File: src/rtl/region_guard_pkg.sv
package region_guard_pkg;

  typedef enum logic [1:0] {
    PERM_NONE     = 2'd0,
    PERM_PRIV     = 2'd1,
    PERM_PRIV_URO = 2'd2,
    PERM_FULL     = 2'd3
  } perm_e;

  // region word field positions
  localparam int unsigned EN_BIT   = 0;
  localparam int unsigned SIZE_LSB = 1;
  localparam int unsigned SIZE_W   = 5;
  localparam int unsigned PERM_LSB = 6;
  localparam int unsigned PERM_W   = 2;

endpackage

File: src/rtl/rg_cfg_bank.sv
module rg_cfg_bank #(
  parameter int unsigned N_REGIONS = 8,
  parameter int unsigned ADDR_W    = 32,
  localparam int unsigned IDX_W    = $clog2(N_REGIONS)
) (
  input  logic                                 clk_i,
  input  logic                                 rst_ni,
  input  logic                                 we_i,
  input  logic [IDX_W-1:0]                     idx_i,
  input  logic [ADDR_W-1:0]                    data_i,
  output logic [N_REGIONS-1:0][ADDR_W-1:0]     cfg_o
);

  for (genvar i = 0; i < N_REGIONS; i++) begin : g_reg
    logic sel;
    assign sel = we_i && (idx_i == IDX_W'(i));

    always_ff @(posedge clk_i or negedge rst_ni) begin
      if (!rst_ni)  cfg_o[i] <= '0;
      else if (sel) cfg_o[i] <= data_i;
    end

    a_r11_cfg_next: assert property (@(posedge clk_i) disable iff (!rst_ni)
      (we_i && idx_i == IDX_W'(i)) |=> (cfg_o[i] == $past(data_i)));

    a_r1_hold_unselected: assert property (@(posedge clk_i) disable iff (!rst_ni)
      !(we_i && idx_i == IDX_W'(i)) |=> $stable(cfg_o[i]));
  end

endmodule

File: src/rtl/rg_region_match.sv
module rg_region_match
  import region_guard_pkg::*;
#(
  parameter int unsigned ADDR_W     = 32,
  parameter int unsigned PAGE_SHIFT = 12,
  localparam int unsigned MIN_CODE  = PAGE_SHIFT - 1,
  localparam int unsigned MAX_CODE  = ADDR_W - 1
) (
  input  logic [ADDR_W-1:0] cfg_i,
  input  logic [ADDR_W-1:0] addr_i,
  output logic              hit_o,
  output perm_e             perm_o
);

  logic [SIZE_W-1:0] code, eff;
  logic [SIZE_W:0]   shamt;
  logic [ADDR_W:0]   span;
  logic [ADDR_W-1:0] low, mask;

  assign code   = cfg_i[SIZE_LSB +: SIZE_W];
  assign perm_o = perm_e'(cfg_i[PERM_LSB +: PERM_W]);

  always_comb begin
    if (code < SIZE_W'(MIN_CODE))      eff = SIZE_W'(MIN_CODE);
    else if (code > SIZE_W'(MAX_CODE)) eff = SIZE_W'(MAX_CODE);
    else                               eff = code;
    shamt = {1'b0, eff} + (SIZE_W+1)'(1);
    span  = (ADDR_W+1)'(1) << shamt;
    // full-space region: span low bits are zero, wraps to all ones
    low   = span[ADDR_W-1:0] - ADDR_W'(1);
    mask  = ~low;
  end

  // field bits sit below the minimum region size, so mask drops them
  assign hit_o = cfg_i[EN_BIT] && (((addr_i ^ cfg_i) & mask) == '0);

endmodule

File: src/rtl/rg_perm_check.sv
module rg_perm_check
  import region_guard_pkg::*;
(
  input  perm_e perm_i,
  input  logic  write_i,
  input  logic  priv_i,
  output logic  ok_o
);

  always_comb begin
    unique case (perm_i)
      PERM_NONE:     ok_o = 1'b0;
      PERM_PRIV:     ok_o = priv_i;
      PERM_PRIV_URO: ok_o = priv_i || !write_i;
      PERM_FULL:     ok_o = 1'b1;
      default:       ok_o = 1'b0;
    endcase
  end

endmodule

File: src/rtl/region_guard.sv
module region_guard
  import region_guard_pkg::*;
#(
  parameter int unsigned N_REGIONS  = 8,
  parameter int unsigned ADDR_W     = 32,
  parameter int unsigned PAGE_SHIFT = 12,
  localparam int unsigned IDX_W     = $clog2(N_REGIONS)
) (
  input  logic              clk_i,
  input  logic              rst_ni,
  input  logic              cfg_we_i,
  input  logic [IDX_W-1:0]  cfg_idx_i,
  input  logic [ADDR_W-1:0] cfg_data_i,
  input  logic [ADDR_W-1:0] acc_addr_i,
  input  logic              acc_write_i,
  input  logic              acc_priv_i,
  output logic              abort_o
);

  logic [N_REGIONS-1:0][ADDR_W-1:0] cfg;
  logic [N_REGIONS-1:0]             hit_vec;
  perm_e                            perm_vec [N_REGIONS];
  logic                             win_any;
  perm_e                            win_perm;
  logic                             perm_ok;

  rg_cfg_bank #(.N_REGIONS(N_REGIONS), .ADDR_W(ADDR_W)) u_bank (
    .clk_i (clk_i),
    .rst_ni(rst_ni),
    .we_i  (cfg_we_i),
    .idx_i (cfg_idx_i),
    .data_i(cfg_data_i),
    .cfg_o (cfg)
  );

  for (genvar i = 0; i < N_REGIONS; i++) begin : g_match
    rg_region_match #(.ADDR_W(ADDR_W), .PAGE_SHIFT(PAGE_SHIFT)) u_match (
      .cfg_i (cfg[i]),
      .addr_i(acc_addr_i),
      .hit_o (hit_vec[i]),
      .perm_o(perm_vec[i])
    );
  end

  // ascending scan: a later hit overrides, so the highest index wins
  always_comb begin
    win_any  = 1'b0;
    win_perm = PERM_NONE;
    for (int i = 0; i < N_REGIONS; i++) begin
      if (hit_vec[i]) begin
        win_any  = 1'b1;
        win_perm = perm_vec[i];
      end
    end
  end

  rg_perm_check u_perm (
    .perm_i (win_perm),
    .write_i(acc_write_i),
    .priv_i (acc_priv_i),
    .ok_o   (perm_ok)
  );

  assign abort_o = !(win_any && perm_ok);

  a_r5_unmapped_abort: assert property (@(posedge clk_i) disable iff (!rst_ni)
    (hit_vec == '0) |-> abort_o);

  a_r7_none_denies: assert property (@(posedge clk_i) disable iff (!rst_ni)
    (win_any && win_perm == PERM_NONE) |-> abort_o);

  a_r9_user_write_ro: assert property (@(posedge clk_i) disable iff (!rst_ni)
    (win_any && win_perm == PERM_PRIV_URO && !acc_priv_i && acc_write_i) |-> abort_o);

  a_r10_full_allows: assert property (@(posedge clk_i) disable iff (!rst_ni)
    (win_any && win_perm == PERM_FULL) |-> !abort_o);

endmodule

File: config.mk
export PLATFORM = sky130hd
export DESIGN_NAME = region_guard
export DESIGN_NICKNAME = d
export VERILOG_FILES = /design/src/rtl/region_guard_pkg.sv /design/src/rtl/rg_cfg_bank.sv /design/src/rtl/rg_region_match.sv /design/src/rtl/rg_perm_check.sv /design/src/rtl/region_guard.sv
export SDC_FILE = /design/constraint.sdc
export NUM_CORES = 1
export LEC_CHECK = 0
export CORE_MARGIN = 2
export CORE_UTILIZATION = 55
export DETAILED_ROUTE_END_ITERATION = 10
export PLACE_DENSITY = 0.74
export RECOVER_POWER = 100
export SLEW_MARGIN = 0
export SYNTH_ARGS = -nofsm -noshare
export SYNTH_HDL_FRONTEND = slang
export SYNTH_SLANG_ARGS = --single-unit
File: constraint.sdc
create_clock -name clk_i -period 8.8 [get_ports clk_i]
set_clock_uncertainty 0.2 [all_clocks]
set_input_delay 1.76 -clock clk_i [delete_from_list [all_inputs] [get_ports clk_i]]
set_output_delay 1.76 -clock clk_i [all_outputs]
set_load 0.02 [all_outputs]
==> out/metrics.yaml <==
status:
  status: "finished with violations"
  violations: "capacitance limit, slew limit"
sta:
  fin_tns_setup_ns: 0
  fin_crit_ns: 8.15
  setup_ws_ns: 0.649
  fin_crit_sh_pct: 92.6
  rsz0062_at_grt: "false"
  whs_ns: 0.302
  worst_pin_slew_ns: 3.57
  slew_violations: 499
  final_hold_viol_count: 0
  relSlewSlack_pct: -138
  max_freq_mhz: 123
  finalSetupViolCount: 0
setup_path:
  r2r_slack_ns: 7.45
  endpoint_kind: "output port"
  r2r_cells: 2
  rr_startpoint: "u_bank.cfg_o[69]$_DFFE_PN0P_"
  crit_required_ns: 6.84
  cp_max_fo: 5
  worst-setup-path-type: "in -> out"
  reg2reg_to: "u_bank.cfg_o[69]$_DFFE_PN0P_"
  cp.arrival_ns: 6.19
  start_kind: "primary input"
routing:
  drc: 0
  met3_wirelength_mm: 4.30
  wl_met1_mm: 18.5
  wire_per_inst_microns: 25.4
  drt_first_pass_iters: 5
  drt-initial-drc-count: 1238
  wl_met2_mm: 20.0
  num_vias: 11272
  via_per_inst: 6.39
  top_layer_used: "met4"
  finalWirelength_mm: 44.7
  ant_nets: 0
logic_synthesis:
  synth_top_cells_by_count: "dfrtp_1 (240), mux2_2 (234), xor2_1 (118)"
  ys_ff_latch: 240
  yosys.area.top_type: "dfrtp_1"
  synth-edff-count: 0
  synthTopCellsByArea: "dfrtp_1 (41%), mux2_2 (18%), xor2_1 (7.1%), xnor2_1 (5.8%), o21ai_0 (2.4%)"
  synth_cells: 1394
  syn_area_sq_mm: 0.0146
  ys_seq_area_share_pct: 41.1
  yosys_warnings: 0
  async_reset_ff_share_pct: 100
  synth.top_cell.area_share_pct: 41.1
  syn_area_per_cell_sq_um: 10.5
  ys.flop_type: "dfrtp_1"
  synth.most_common_cell: "dfrtp_1"
  synth_cell_types: 86
clocking:
  insertion_delay_ns: 0.54
  htree_levels: 1
  clockRootBuffer: "clkbuf_16"
  postCtsSetupBuffers: 0
  cts_hold_buf: 0
  cts_resized: 0
  clock_path_buffers: 3
  cts_buffers: 27
  cts_tree: "yes"
  clk_pin_slew_worst_paths_ns: 0.05
  cts.sinks: 240
floorplanning:
  die_h_microns: 167
  die_w_microns: 167
  coreArea_sq_mm: 0.0261
  placementRows: 59
  initial_utilization_pct: 56.1
  pin_count: 73
  die_area_sq_mm: 0.0279
power_and_ir_drop:
  comb_power_share_pct: 26.9
  p_int_mw: 2.54
  swShare_pct: 33.2
  vdd_ir_drop_max_mv: 0.195
  clkPwrFrac_pct: 29.4
  p_seq_share_pct: 43.7
  power.density_mw_per_mm2: 234
  total_power_mw: 3.80
  p_sw_mw: 1.26
  p_leak_nw: 6.51
placed_design:
  place_ws_ns: 1.09
  hpwl_mm: 28.5
  gp_congestion: 0.936
  portBuffers: 64
global_routing:
  grt_pass1_vias: 10674
  grt_max_degree: 139
  grtUsageTotal_pct: 31.6
  grt_pass1_wl_mm: 66.0
  overflow: 0
  grt_antenna_before_repair: 2
final_layout:
  drive_gt1_share_pct: 21.7
  final_util_pct: 62.3
  largest_reg_flops: 240
  area_delta_synth_final_pct: 11.2
  n_fill_cell: 2160
  top_regs: "u_bank.cfg_o x240"
  final_nets: 1487
  regMostFlops: "u_bank.cfg_o"
hold_path:
  hp-start: "u_bank.cfg_o[0]$_DFFE_PN0P_"
  holdPathStages: 1
  hold_path_end: "u_bank.cfg_o[0]$_DFFE_PN0P_"
  min_path_type: "reg -> reg"
run:
  drv_cap: 11
## placed cells by master (no fill, tap or decap), drive strengths merged, types with 24 or more instances in the layout
| cell | n |
|---|---|
| a21oi | 63 |
| a31oi | 24 |
| clkbuf | 47 |
| clkdlybuf4s50 | 60 |
| dfrtp | 240 |
| mux2 | 234 |
| nand2 | 64 |
| nor2 | 30 |
| o21ai | 78 |
| xnor2 | 97 |
| xor2 | 118 |
## final cells by class
| class | count | area (sq um) | area share, % |
|---|---|---|---|
| multi-input cells | 1030 | 8080 | 49.7 |
| clock inverters | 11 | 111 | 0.686 |
| repair buffers | 90 | 793 | 4.88 |
| well taps | 335 | 419 | 2.58 |
| flip-flops and latches | 240 | 6010 | 37.0 |
| diodes | 3 | 7.51 | 0.0462 |
| clock buffers | 36 | 759 | 4.68 |
| inverters | 18 | 67.6 | 0.416 |
## stage by stage
stage          instance area (sq um)  std cells
2_1_floorplan                  14700       1409
3_3_place_gp                   15400       1713
3_5_place_dp                   15400       1713
4_1_cts                        16300       1760
5_1_grt                        16200       1761
6_report                       16200       1763
## critical path, stage by stage
cell and delay, ns:
clkdlybuf4s50_1 0.73, buf_4 0.34, xor2_1 0.17, o221ai_1 0.07, nand4_1 0.11, a2111oi_0 0.39
nand3_1 0.13, nor4b_1 0.99, a311oi_1 0.12, o211ai_1 0.41, a32oi_1 0.16, o22ai_1 0.15
clkdlybuf4s50_1 0.62
## power by group through the flow
stage / clock, mW / combinational, mW / sequential, mW
finish: 1.12 / 1.02 / 1.66
global route: 1.18 / 1.11 / 1.70
CTS: 1.13 / 1.01 / 1.65
detailed placement: 0 / 0.998 / 1.67
global placement: 0 / 0.976 / 1.65
floorplan: 0 / 0.892 / 1.49
## layer usage
layer,vias to the layer above,GRT usage (%)
met5,-,0
met4,0,12.7
met3,107,7.30
met2,501,47.9
met1,5635,44.0
li1,5029,-
## cell families (layout without fill, tap and decap cells)
kind of cell	Yosys count	in the layout	synth area share, %
AO/OA/AOI/OAI	292	292	13.0
flip-flops	240	240	41.1
AND/OR/NAND/NOR	253	253	9.47
buffers and inverters	139	155	3.95
XOR/XNOR	215	215	12.9
adder cells (fa/ha/maj)	14	14	1.10
other	1	19	0.0257
multiplexers	240	240	18.4
## how the worst max path moves through the flow
| stage | startpoint | endpoint | slack [ns] | cells after the start |
|---|---|---|---|---|
| after floorplan | acc_addr_i[29] | abort_o | 2.67 | 11 |
| after global placement | acc_addr_i[29] | abort_o | 1.06 | 12 |
| after detailed placement | acc_addr_i[29] | abort_o | 1.09 | 12 |
| after CTS | acc_addr_i[29] | abort_o | 1.07 | 12 |
| after global routing | acc_addr_i[14] | abort_o | 0.52 | 13 |
| final | acc_addr_i[14] | abort_o | 0.65 | 13 |
No activity file was read; power rests on OpenSTA's default activity.
